<file path="src/rtl/rle_enc_pkg.sv">
package rle_enc_pkg;

   // Number of symbol slots a single token may occupy.
   localparam int unsigned TOKEN_SLOTS = 3;

   // Run collector state.
   typedef enum logic [1:0] {
      TR_EMPTY   = 2'd0,
      TR_OPEN    = 2'd1,
      TR_CLOSING = 2'd2
   } tracker_state_t;

   // Form of the token produced for a closed run.
   typedef enum logic [1:0] {
      TK_LITERAL = 2'd0,
      TK_COUNTED = 2'd1,
      TK_MARKER  = 2'd2
   } token_kind_t;

endpackage

</file>
<file path="src/rtl/rle_token_builder.sv">
module rle_token_builder
   import rle_enc_pkg::*;
#(
   parameter int unsigned          DATA_W     = 8,
   parameter int unsigned          LEN_W      = 4,
   parameter int unsigned          MIN_ENC    = 3,
   parameter logic [DATA_W-1:0]    ESC_CHAR   = 'h40,
   parameter logic [DATA_W-1:0]    DIGIT_BASE = 'h30
) (
   input  logic [DATA_W-1:0]                   run_char,
   input  logic [LEN_W-1:0]                    run_len,
   output logic [TOKEN_SLOTS-1:0][DATA_W-1:0]  tok_sym,
   output logic [1:0]                          tok_cnt,
   output token_kind_t                         tok_kind
);

   localparam logic [LEN_W-1:0] ENC_LEN = LEN_W'(MIN_ENC);

   logic [DATA_W-1:0] digit;
   logic [TOKEN_SLOTS-1:0][DATA_W-1:0] lit_sym;

   assign digit = DIGIT_BASE + DATA_W'(run_len);

   // Literal form: every slot carries the character, count picks how many go out.
   for (genvar s = 0; s < TOKEN_SLOTS; s++) begin : g_lit_slot
      assign lit_sym[s] = run_char;
   end

   always_comb begin
      tok_kind = TK_LITERAL;
      tok_sym  = lit_sym;
      tok_cnt  = 2'(run_len);
      if (run_char == ESC_CHAR) begin
         tok_kind   = TK_MARKER;
         tok_sym[0] = ESC_CHAR;
         tok_sym[1] = ESC_CHAR;
         tok_sym[2] = digit;
         tok_cnt    = 2'd3;
      end else if (run_len >= ENC_LEN) begin
         tok_kind   = TK_COUNTED;
         tok_sym[0] = ESC_CHAR;
         tok_sym[1] = run_char;
         tok_sym[2] = digit;
         tok_cnt    = 2'd3;
      end
   end

endmodule

</file>
<file path="src/rtl/rle_run_tracker.sv">
module rle_run_tracker
   import rle_enc_pkg::*;
#(
   parameter int unsigned          DATA_W   = 8,
   parameter int unsigned          LEN_W    = 4,
   parameter int unsigned          MAX_RUN  = 9,
   parameter logic [DATA_W-1:0]    ESC_CHAR = 'h40
) (
   input  logic                clk,
   input  logic                rst_n,
   input  logic                in_valid,
   output logic                in_ready,
   input  logic [DATA_W-1:0]   in_data,
   input  logic                in_last,
   input  logic                can_load,
   output logic [DATA_W-1:0]   run_char,
   output logic [LEN_W-1:0]    run_len,
   output logic                load,
   output logic                load_last
);

   localparam logic [LEN_W-1:0] CAP_LEN = LEN_W'(MAX_RUN);

   tracker_state_t state;
   logic accept;
   logic extend;
   logic closing_flush;

   assign in_ready      = can_load && (state != TR_CLOSING);
   assign accept        = in_valid && in_ready;
   assign extend        = (state == TR_OPEN) && (in_data == run_char) &&
                          (run_len < CAP_LEN) && (in_data != ESC_CHAR);
   assign closing_flush = (state == TR_CLOSING) && can_load;
   assign load          = (accept && (state == TR_OPEN) && !extend) || closing_flush;
   assign load_last     = (state == TR_CLOSING);

   always_ff @(posedge clk or negedge rst_n) begin
      if (!rst_n) begin
         state    <= TR_EMPTY;
         run_char <= '0;
         run_len  <= '0;
      end else if (closing_flush) begin
         state    <= TR_EMPTY;
         run_len  <= '0;
      end else if (accept) begin
         if (extend) begin
            run_len <= run_len + 1'b1;
         end else begin
            run_char <= in_data;
            run_len  <= LEN_W'(1);
         end
         state <= in_last ? TR_CLOSING : TR_OPEN;
      end
   end

   AST_LEN_CAP: assert property (@(posedge clk) disable iff (!rst_n)
      (state != TR_EMPTY) |-> (run_len != '0 && run_len <= CAP_LEN));

   AST_MARKER_SINGLE: assert property (@(posedge clk) disable iff (!rst_n)
      (state != TR_EMPTY && run_char == ESC_CHAR) |-> (run_len == LEN_W'(1)));

   AST_EMPTY_AFTER_CLOSE: assert property (@(posedge clk) disable iff (!rst_n)
      closing_flush |=> (state == TR_EMPTY && run_len == '0));

   AST_CLOSE_ON_LAST: assert property (@(posedge clk) disable iff (!rst_n)
      (in_valid && in_ready && in_last) |=> (state == TR_CLOSING));

endmodule

</file>
<file path="src/rtl/rle_symbol_emitter.sv">
module rle_symbol_emitter
   import rle_enc_pkg::*;
#(
   parameter int unsigned DATA_W      = 8,
   parameter bit          FAST_REFILL = 1'b0
) (
   input  logic                                clk,
   input  logic                                rst_n,
   input  logic                                load,
   input  logic [TOKEN_SLOTS-1:0][DATA_W-1:0]  ld_sym,
   input  logic [1:0]                          ld_cnt,
   input  logic                                ld_last,
   output logic                                can_load,
   output logic                                out_valid,
   input  logic                                out_ready,
   output logic [DATA_W-1:0]                   out_data,
   output logic                                out_last
);

   logic [TOKEN_SLOTS-1:0][DATA_W-1:0] slot;
   logic [1:0] cnt;
   logic       last_q;
   logic       pop;

   assign out_valid = (cnt != 2'd0);
   assign out_data  = slot[0];
   assign out_last  = last_q && (cnt == 2'd1);
   assign pop       = out_valid && out_ready;

   if (FAST_REFILL) begin : g_fast_refill
      // Refill in the same cycle the final symbol leaves.
      assign can_load = (cnt == 2'd0) || ((cnt == 2'd1) && out_ready);
   end else begin : g_drain_refill
      // Refill only once the slots are empty: no path from out_ready to in_ready.
      assign can_load = (cnt == 2'd0);
   end

   always_ff @(posedge clk or negedge rst_n) begin
      if (!rst_n) begin
         slot   <= '0;
         cnt    <= 2'd0;
         last_q <= 1'b0;
      end else if (load) begin
         slot   <= ld_sym;
         cnt    <= ld_cnt;
         last_q <= ld_last;
      end else if (pop) begin
         for (int s = 0; s < TOKEN_SLOTS - 1; s++) begin
            slot[s] <= slot[s+1];
         end
         cnt <= cnt - 2'd1;
      end
   end

   AST_HOLD_STALL: assert property (@(posedge clk) disable iff (!rst_n)
      (out_valid && !out_ready) |=> (out_valid && $stable(out_data) && $stable(out_last)));

   AST_LOAD_WHEN_FREE: assert property (@(posedge clk) disable iff (!rst_n)
      load |-> can_load);

   AST_LOAD_NONEMPTY: assert property (@(posedge clk) disable iff (!rst_n)
      load |-> (ld_cnt != 2'd0));

endmodule

</file>
<file path="src/rtl/rle_escape_encoder.sv">
module rle_escape_encoder
   import rle_enc_pkg::*;
#(
   parameter int unsigned          DATA_W      = 8,
   parameter int unsigned          MAX_RUN     = 9,
   parameter int unsigned          MIN_ENC     = 3,
   parameter logic [DATA_W-1:0]    ESC_CHAR    = 'h40,
   parameter logic [DATA_W-1:0]    DIGIT_BASE  = 'h30,
   parameter bit                   FAST_REFILL = 1'b0
) (
   input  logic                clk,
   input  logic                rst_n,
   input  logic                in_valid,
   output logic                in_ready,
   input  logic [DATA_W-1:0]   in_data,
   input  logic                in_last,
   output logic                out_valid,
   input  logic                out_ready,
   output logic [DATA_W-1:0]   out_data,
   output logic                out_last
);

   localparam int unsigned LEN_W = $clog2(MAX_RUN + 1);

   if (DATA_W < 7) begin : g_bad_width
      $error("rle_escape_encoder: DATA_W must hold an ASCII code");
   end
   if (MAX_RUN < 2 || MAX_RUN > 9) begin : g_bad_max
      $error("rle_escape_encoder: MAX_RUN must be a single decimal digit of at least 2");
   end
   if (MIN_ENC < 2 || MIN_ENC > TOKEN_SLOTS + 1 || MIN_ENC > MAX_RUN) begin : g_bad_min
      $error("rle_escape_encoder: MIN_ENC out of range");
   end

   logic                               can_load;
   logic [DATA_W-1:0]                  run_char;
   logic [LEN_W-1:0]                   run_len;
   logic                               load;
   logic                               load_last;
   logic [TOKEN_SLOTS-1:0][DATA_W-1:0] tok_sym;
   logic [1:0]                         tok_cnt;
   token_kind_t                        tok_kind;

   rle_run_tracker #(
      .DATA_W   (DATA_W),
      .LEN_W    (LEN_W),
      .MAX_RUN  (MAX_RUN),
      .ESC_CHAR (ESC_CHAR)
   ) u_tracker (
      .clk       (clk),
      .rst_n     (rst_n),
      .in_valid  (in_valid),
      .in_ready  (in_ready),
      .in_data   (in_data),
      .in_last   (in_last),
      .can_load  (can_load),
      .run_char  (run_char),
      .run_len   (run_len),
      .load      (load),
      .load_last (load_last)
   );

   rle_token_builder #(
      .DATA_W     (DATA_W),
      .LEN_W      (LEN_W),
      .MIN_ENC    (MIN_ENC),
      .ESC_CHAR   (ESC_CHAR),
      .DIGIT_BASE (DIGIT_BASE)
   ) u_builder (
      .run_char (run_char),
      .run_len  (run_len),
      .tok_sym  (tok_sym),
      .tok_cnt  (tok_cnt),
      .tok_kind (tok_kind)
   );

   rle_symbol_emitter #(
      .DATA_W      (DATA_W),
      .FAST_REFILL (FAST_REFILL)
   ) u_emitter (
      .clk       (clk),
      .rst_n     (rst_n),
      .load      (load),
      .ld_sym    (tok_sym),
      .ld_cnt    (tok_cnt),
      .ld_last   (load_last),
      .can_load  (can_load),
      .out_valid (out_valid),
      .out_ready (out_ready),
      .out_data  (out_data),
      .out_last  (out_last)
   );

   AST_COUNTED_SHAPE: assert property (@(posedge clk) disable iff (!rst_n)
      (load && tok_kind == TK_COUNTED) |-> (tok_sym[0] == ESC_CHAR &&
         tok_sym[2] >= DIGIT_BASE + DATA_W'(MIN_ENC) &&
         tok_sym[2] <= DIGIT_BASE + DATA_W'(MAX_RUN)));

endmodule

</file>
<file path="config.mk">
export PLATFORM = sky130hd
export DESIGN_NAME = rle_escape_encoder
export DESIGN_NICKNAME = d
export VERILOG_FILES = /design/src/rtl/rle_enc_pkg.sv /design/src/rtl/rle_token_builder.sv /design/src/rtl/rle_run_tracker.sv /design/src/rtl/rle_symbol_emitter.sv /design/src/rtl/rle_escape_encoder.sv
export SDC_FILE = /design/constraint.sdc
export NUM_CORES = 1
export LEC_CHECK = 0
export BUFFER_PORTS_ARGS = -buffer_cell sky130_fd_sc_hd__buf_2
export CAP_MARGIN = 25
export CORE_MARGIN = 4
export CORE_UTILIZATION = 32
export CTS_BUF_LIST = sky130_fd_sc_hd__clkbuf_4
export DETAILED_ROUTE_END_ITERATION = 8
export HOLD_SLACK_MARGIN = 0.03
export PLACE_DENSITY = 0.59
export SYNTH_ARGS = -nofsm -noshare
export SYNTH_HDL_FRONTEND = slang
export SYNTH_HIERARCHICAL = 1
export SYNTH_SLANG_ARGS = --single-unit
export TNS_END_PERCENT = 100
</file>
<file path="constraint.sdc">
create_clock -name clk -period 6.8 [get_ports clk]
set_input_delay 1.36 -clock clk [delete_from_list [all_inputs] [get_ports clk]]
set_output_delay 1.36 -clock clk [all_outputs]
set_load 0.02 [all_outputs]
</file>
# Word-level counts from Yosys, hierarchy flattened
# Cells that the tools add are included.
totals:
  input_bits: 13
  output_inout_bits: 11
  wordCells: 53
  regBits: 41
op_classes:
  magnitude_cmp: 2
  mux: 14
  reduce_logical: 17
  add_sub_neg: 3
  n_eq_ne: 7
  bitwise_logic: 2
ops:
  columns: ["operator", "count"]
  rows:
  - ["24-bit two-way mux", 2]
  - ["16-bit two-way mux", 2]
  - ["2-bit two-way mux", 7]
  - ["4-bit two-way mux", 3]
  - ["1-bit logical AND", 10]
  - ["8-bit by 7-bit == test with 1-bit output, second input constant", 1]
  - ["8-bit == test", 1]
  - ["8-bit by 7-bit inequality test with 1-bit output, second input constant", 1]
  - ["6-bit by 4-bit adder with 7-bit output, first input constant", 1]
  - ["2-bit nonzero test", 3]
  - ["4-bit by 1-bit adder with 4-bit output, second input constant", 1]
  - ["2-bit by 1-bit == test with 1-bit output, second input constant", 2]
  - ["4-bit by 2-bit >= comparator with 1-bit output, second input constant", 1]
  - ["4-bit less-than comparator, second input constant", 1]
  - ["3-bit AND reduction", 1]
  - ["2-bit == test, second input constant", 1]
  - ["2-bit zero test", 1]
  - ["2-bit inequality test, second input constant", 1]
  - ["1-bit NOT", 2]
  - ["2-bit by 1-bit subtractor with 2-bit output, second input constant", 1]
  - ["1-bit zero test", 1]
  - ["1-bit logical OR", 1]

# Depth between registers and ports, before layout
# Gate-level depths: netlist of the first run.
logic_depth:
  word_depth: 8
  depth_mapped: 10
  depth_no_buf: 8

# Hierarchy
# Netlist of the first run, hierarchy kept.
by_module_without_submodules:
  columns: ["mod", "area_each_um2", "seq_area_each_um2", "cells_per_inst", "instances"]
  rows:
  - ["rle_symbol_emitter", 1493.9, 675.6, 117, 1]
  - ["rle_run_tracker", 800.8, 350.3, 77, 1]
  - ["rle_token_builder", 226.5, 0.0, 34, 1]

# Least setup slack after synthesis of the first run
# OpenSTA, ideal clock, no wires.
synth_path:
  path_type: "input to register"
  startpoint: "in in_data[6]"
  endpoint: "reg u_emitter.slot, in the netlist u_emitter/out_data[3]"
  arrival_time_ns: 2.851
  slack_ns: 3.823
  setup_time_ns: 0.126
  stages: 8
  path_buffers: 3
  t_required_ns: 6.674
  cell_sequence: "xor2_1 nor4_1 and3_1 o21bai_1 buf_4 buf_2 buf_2 a221o_1"
synth_via:
  elab_chain_len: 8
  word_cells_on_any_way: 10
  cone_classes: "2 x eq/ne; 1 x mux; 7 x reduce/logical"
synth_rtl:
  columns: ["item", "line_no", "text"]
  rows:
  - ["start, declared", "rle_escape_encoder.sv:15", "input logic [DATA_W-1:0] in_data,"]
  - ["8-bit == test", "rle_run_tracker.sv:31", "assign extend = (state == TR_OPEN) && (in_data == run_char) &&"]
  - ["1-bit logical AND (2 in a row)", "rle_run_tracker.sv:31", null]
  - ["1-bit logical AND *", "rle_run_tracker.sv:32", "(run_len < CAP_LEN) && (in_data != ESC_CHAR);"]
  - ["1-bit zero test *", "rle_run_tracker.sv:34", "assign load = (accept && (state == TR_OPEN) && !extend) || closing_flush;"]
  - ["1-bit logical AND *", "rle_run_tracker.sv:34", null]
  - ["1-bit logical OR *", "rle_run_tracker.sv:34", null]
  - ["named net load", "rle_escape_encoder.sv:38", "logic load;"]
  - ["16-bit two-way mux / 2-bit nonzero test (equally long branches)", null, null]
  - ["end signal, assigned", "rle_symbol_emitter.sv:44", "slot <= ld_sym;"]
  - ["end signal, assigned by index", "rle_symbol_emitter.sv:49", "slot[s] <= slot[s+1];"]
  - ["end, declared", "rle_symbol_emitter.sv:20", "logic [TOKEN_SLOTS-1:0][DATA_W-1:0] slot;"]
# The timed path passes the listed nets; every way through them passes the cells marked *.
# A chain may end at the register's enable or synchronous reset.

# Worst setup path in the final report of the first run
layout_path:
  startpoint: "reg u_tracker.state[0]"
  endpoint: "out in_ready"
layout_via:
  elab_chain_len: 2
layout_rtl:
  columns: ["item", "line_no", "text"]
  rows:
  - ["start, declared", "rle_run_tracker.sv:24", "tracker_state_t state;"]
  - ["start signal, assigned", "rle_run_tracker.sv:52", "state <= in_last ? TR_CLOSING : TR_OPEN;"]
  - ["2-bit inequality test", "rle_run_tracker.sv:29", "assign in_ready = can_load && (state != TR_CLOSING);"]
  - ["1-bit logical AND", "rle_run_tracker.sv:29", null]
  - ["end, declared", "rle_escape_encoder.sv:14", "output logic in_ready,"]
# No other way between the ends.

==> impl_metrics.env, run 1 <==
export IMPL_worstPathMaxFanout=10
export IMPL_syn_avg_cell_area_sq_um=11.1
export IMPL_path_cells="nor2b_1 -> nor2b_1 -> buf_2"
export IMPL_synth_cells=226
export IMPL_status="finished, final reports clean"
export IMPL_area_growth_pct=5.73
export IMPL_n_fill_cell=809
export IMPL_worst_path_max_delay_cell="nor2b_1"
export IMPL_dp_hpwl_microns=3340
export IMPL_rsz0062_at_grt="no"
export IMPL_dp_slack_ps=3450
export IMPL_worstSetupPathType="flip-flop to primary output"
export IMPL_fin_tns_setup_ps=0
export IMPL_startpoint_type="flip-flop"
export IMPL_totalWireLength_microns=5090
export IMPL_grt_use_total_pct=12.1
export IMPL_drive_above_1_share_pct=28.9
export IMPL_synth_nets=243
export IMPL_p_leak_nw=1.15
export IMPL_die_w_microns=96.6
export IMPL_relSlewSlack_pct=48.7
export IMPL_grt_pass1_vias=1778
export IMPL_viasPerCell=5.08
export IMPL_setup_ws_ps=3790
export IMPL_mappedNetlistArea_sq_um=2510
export IMPL_path_clk_slew_ps=120
export IMPL_drt_pass1_iter_count=4
export IMPL_htree_levels=2
export IMPL_die_h_microns=96.6
export IMPL_worst_path_buf_inv=1
export IMPL_whs_ps=517
export IMPL_gp_congestion=0.694
export IMPL_ctsHoldBuffers=0
export IMPL_route_detailed_wl_per_inst_microns=15.4
export IMPL_ant_nets=0
export IMPL_final_cell_area_sq_um=2660
export IMPL_fin_skew_ps=5.66
export IMPL_nNetsFinal=245
export IMPL_crit_path_end_kind="primary output"
export IMPL_fmax_ghz=0.332
export IMPL_start_util_pct=32.7
export IMPL_cts_sinks=41
export IMPL_drc=0
export IMPL_finish_utilization_pct=34.5
export IMPL_critical_path_arrival_ps=1650
export IMPL_gr_total_overflow=0
export IMPL_cts_setup_buffers=0
export IMPL_diodes=0
export IMPL_hold_viol=0
export IMPL_vias=1677
export IMPL_setup_viol=0
export IMPL_worstSkewPairLatency_ps=350
export IMPL_grt_max_degree=42
export IMPL_drv_cap=0
export IMPL_clockBufferDepth=2
export IMPL_final_common_cell="dfrtp_1"
export IMPL_hp_class="flip-flop to flip-flop"
export IMPL_ios=24
export IMPL_path_common_cell="nor2b_1"
export IMPL_min_period_over_period_pct=44.3
export IMPL_crit_path_max_incr_delay_ps=610
export IMPL_core_sq_um=7690
export IMPL_yosysWarnings=6
export IMPL_drv_slew=0
export IMPL_placed_area_sq_um=2590
export IMPL_crit_family="simple AND/OR/NAND/NOR gates"
export IMPL_post_cts_resized=0
export IMPL_cts_root_buf="clkbuf_4"
export IMPL_final_cell_mix="dfrtp_1 (41), buf_2 (23), nor2b_1 (18), a221o_1 (18), and4bb_2 (16)"
export IMPL_rows=32
export IMPL_cts_buffers=5
export IMPL_drt_initial_drc_count=96
export IMPL_antenna_found_initial=0
export IMPL_cp_data_required_time_ps=5440
export IMPL_die_area_sq_um=9330
export IMPL_cts_tree="built"
export IMPL_ir_worst_vdd_uv=214
export IMPL_port_buffers=23
export IMPL_fin_crit_ps=3010
export IMPL_pwr_density_cell_nw_per_um2=456
export IMPL_worstMarginPinSlew_ps=768
export IMPL_grt_first_pass_wirelength_microns=8680
==> flip-flops by register name (all words and copies together) (netlist names) <==
| signal | flops |
|---|---|
| u_emitter/cnt | 2 |
| u_emitter/last_q | 1 |
| u_emitter/out_data | 8 |
| u_emitter/slot | 16 |
| u_tracker/run_char | 8 |
| u_tracker/run_len | 4 |
| u_tracker/state | 2 |
==> where the power goes <==
group          internal (W)  switching (W)
clock             0.0000417      0.0000795
combinational      0.000331       0.000306
sequential         0.000358      0.0000946
total              0.000730       0.000480
==> final cells by class <==
| class | instances | area (sq um) | share of cell area (%) |
|---|---|---|---|
| timing repair buffer | 26 | 163 | 6.13 |
| tap | 102 | 128 | 4.81 |
| sequential | 41 | 1030 | 38.6 |
| multi-input combinational | 146 | 1260 | 47.5 |
| inverter | 8 | 30.0 | 1.13 |
| clock inverter | 1 | 3.75 | 0.141 |
| clock buffer | 6 | 45.0 | 1.70 |
==> path summary, 6_finish.rpt <==
kind | endpoint | depth (start not counted) | slack, ps | startpoint
max | in_ready | 3 | 3790 | u_tracker/state[0]
min | u_emitter/slot[20] | 1 | 520 | u_emitter/slot[20]
max reg2reg | u_emitter/out_data[1] | 9 | 3990 | u_emitter/cnt[0]
min reg2reg | u_emitter/slot[20] | 1 | 520 | u_emitter/slot[20]
max in group asynchronous | u_emitter/out_data[1] | 2 | 5640 | rst_n
min in group asynchronous | u_tracker/run_char[6] | 2 | 960 | rst_n
==> per-layer routing <==
metal | routed length [microns] | track usage, % | vias up
met4 | 85 | 4.56 | 0
met5 | 0 | 0 | -
met2 | 2320 | 18.5 | 37
met1 | 2450 | 17.0 | 829
met3 | 234 | 2.32 | 7
li1 | - | - | 804
==> per-stage QoR <==
| stage | std cells | power [W] |
|---|---|---|
| 2_1_floorplan | 226 | 0.00101 |
| 3_3_place_gp | 321 | 0.00106 |
| 3_5_place_dp | 322 | 0.00110 |
| 4_1_cts | 329 | 0.00122 |
| 5_1_grt | 330 | 0.00131 |
| 6_report | 330 | 0.00121 |
==> worst register-to-register path: stages (launching register included) <==
cell,delay [ps]
dfrtp_1,430
inv_1,70
ha_1,130
buf_4,280
nand2_1,150
or3_1,390
o21bai_4,460
buf_12,270
and2b_1,210
a221o_1,310
Note: power is estimated with default switching activity, not from simulation.
==> run 2: changes to the inputs <==
--- a/config.mk
+++ b/config.mk
@@ -12,7 +12,7 @@
 export CTS_BUF_LIST = sky130_fd_sc_hd__clkbuf_4
 export DETAILED_ROUTE_END_ITERATION = 8
 export HOLD_SLACK_MARGIN = 0.03
-export PLACE_DENSITY = 0.59
+export PLACE_DENSITY = 0.61
 export SYNTH_ARGS = -nofsm -noshare
 export SYNTH_HDL_FRONTEND = slang
 export SYNTH_HIERARCHICAL = 1
==> constraint.sdc (replaced) <==
create_clock -name clk -period 2.5 [get_ports clk]
set_input_delay 0.5 -clock clk [delete_from_list [all_inputs] [get_ports clk]]
set_output_delay 0.5 -clock clk [all_outputs]
set_load 0.02 [all_outputs]
==> run 2 against run 1 <==
  * Register-to-register slack got worse by 3800 ps
  * Flip-flop and latch count stayed put
  * Global-route usage is 0.098 points higher
  * Design area increased by 4.3%
  * Combinational power increased to 3.0 times the previous value
  * Critical path type is now flip-flop to flip-flop
  * Highest routed layer unchanged
==> impl_metrics.env, run 2 (synthesized netlist as in run 1, its figures left out) <==
export IMPL_antenna_found_initial=0
export IMPL_final_cell_mix="dfrtp_1 (41), buf_2 (23), nor2b_1 (18), a221o_1 (18), and4bb_2 (16)"
export IMPL_die_area_sq_um=9330
export IMPL_vias=1719
export IMPL_diodes=0
export IMPL_cts_root_buf="clkbuf_4"
export IMPL_power_net_switching_w=0.00137
export IMPL_grt_max_degree=33
export IMPL_clockBufferDepth=2
export IMPL_die_h_microns=96.6
export IMPL_grt_use_total_pct=12.2
export IMPL_fin_skew_ps=13.4
export IMPL_fin_tns_setup_ps=0
export IMPL_gr_total_overflow=0
export IMPL_min_period_over_period_pct=91.8
export IMPL_core_sq_um=7690
export IMPL_status="finished, final reports clean"
export IMPL_port_buffers=23
export IMPL_fin_crit_ps=2300
export IMPL_hp_class="primary input to async pin"
export IMPL_ios=24
export IMPL_hold_viol=0
export IMPL_die_w_microns=96.6
export IMPL_grt_first_pass_wirelength_microns=8700
export IMPL_power_frac_clock_pct=12.2
export IMPL_p_int_w=0.00220
export IMPL_drt_initial_drc_count=81
export IMPL_worstMarginPinSlew_ps=455
export IMPL_critical_path_arrival_ps=2540
export IMPL_p_sw_share_pct=38.4
export IMPL_gp_congestion=0.750
export IMPL_ir_worst_vdd_uv=544
export IMPL_crit_end="u_emitter/out_data[5]"
export IMPL_drv_cap=0
export IMPL_route_detailed_wl_per_inst_microns=15.8
export IMPL_p_seq_share_pct=33.7
export IMPL_regMostFlops="u_emitter/slot"
export IMPL_placed_area_sq_um=2660
export IMPL_crit_start="u_emitter/cnt[0]"
export IMPL_p_leak_nw=1.21
export IMPL_pwr_density_cell_nw_per_um2=1290
export IMPL_setup_viol=0
export IMPL_worstPathMaxFanout=8
export IMPL_fmax_ghz=0.436
export IMPL_final_common_cell="dfrtp_1"
export IMPL_path_clk_slew_ps=140
export IMPL_drt_pass1_iter_count=4
export IMPL_path_cells="inv_1 -> ha_1 -> nand2_1 -> or3_1 -> o21ai_1 -> o21bai_4 -> buf_4 -> and4bb_2 -> a221o_1"
export IMPL_start_util_pct=32.7
export IMPL_totalWireLength_microns=5370
export IMPL_area_growth_pct=10.3
export IMPL_cts_tree="built"
export IMPL_timing_rr_end="u_emitter/out_data[5]"
export IMPL_final_cell_area_sq_um=2770
export IMPL_total_power_w=0.00357
export IMPL_rsz0062_at_grt="no"
export IMPL_htree_levels=2
export IMPL_drc=0
export IMPL_rows=32
export IMPL_nNetsFinal=254
export IMPL_cp_data_required_time_ps=2740
export IMPL_worstSetupPathType="flip-flop to flip-flop"
export IMPL_worst_path_max_delay_cell="dfrtp_1"
export IMPL_crit_path_max_incr_delay_ps=440
export IMPL_dp_hpwl_microns=3740
export IMPL_ant_nets=0
export IMPL_grt_pass1_vias=1669
export IMPL_r2r_slack_ps=200
export IMPL_startpoint_type="flip-flop"
export IMPL_relSlewSlack_pct=69.5
export IMPL_viasPerCell=5.06
export IMPL_cts_buffers=5
export IMPL_crit_path_end_kind="flip-flop"
export IMPL_drive_above_1_share_pct=31.9
export IMPL_pwr_share_comb_pct=54.1
export IMPL_largest_reg_flops=16
export IMPL_finish_utilization_pct=36.0
export IMPL_r2r_cells=9
export IMPL_worstSkewPairLatency_ps=350
export IMPL_worstReg2RegStart="u_emitter/cnt[0]"
export IMPL_drv_slew=0
export IMPL_cts_sinks=41
## run 2: cell types whose count changed in the layout (fill, tap and decap cells not counted), sizes merged
cell and change:
buf +8, bufinv +1, clkinvlp +1
## run 2: critical path, delay by kind of cell, from the launching register on
family	cells	cell delay, ps
AO/OA/AOI/OAI	3	590
buffers and inverters	2	280
AND/OR/NAND/NOR	3	710
flip-flops	1	440
adder cells (fa/ha/maj)	1	160
## run 2: what timing repair did
action                     CTS  global route
gates resized for setup      0             0
buffers inserted             0             1
setup endpoints to repair    0            10
hold buffers                 0             0
## run 2: final cells by class
class,instances,area [sq um]
inverters,8,30.0
well taps,102,128
flip-flops and latches,41,1030
fillers,794,4920
clock inverters,3,41.3
repair buffers,35,248
multi-input cells,146,1260
clock buffers,5,37.5
## run 2: stage by stage
stage               cells  hold slack [ps]  setup slack [ps]
floorplan             226              204               185
global placement      330              447               144
detailed placement    330              455               118
finish                340             61.4               204
CTS                   338             52.9               140
global route          340             50.5              14.4
## run 2: how the worst min path moves through the flow
stage / slack, ps / cells past startpoint / from / end
global placement: 450 / 1 / rst_n / u_tracker/run_char[6]
floorplan: 200 / 0 / rst_n / u_emitter/cnt[0]
CTS: 50 / 1 / rst_n / u_tracker/run_char[6]
finish: 60 / 1 / rst_n / u_tracker/run_char[0]
detailed placement: 450 / 1 / rst_n / u_tracker/run_char[0]
global route: 50 / 1 / rst_n / u_tracker/run_char[0]
## run 2: per-layer routing
layer  global-route usage (%)  wire length, microns  vias to the layer above
met5                        0                     0                        -
met4                     3.15                    25                        0
met3                     2.63                   223                        2
met2                     17.9                  2380                       35
met1                     18.2                  2740                      854
li1                         -                     -                      828
## run 2: power by group through the flow
stage	combinational [W]	sequential (W)	clock, W
after global routing	0.00210	0.00125	0.000481
final	0.00193	0.00120	0.000435
after detailed placement	0.00187	0.00122	0
after floorplan	0.00161	0.00115	0
after CTS	0.00187	0.00121	0.000454
after global placement	0.00183	0.00122	0
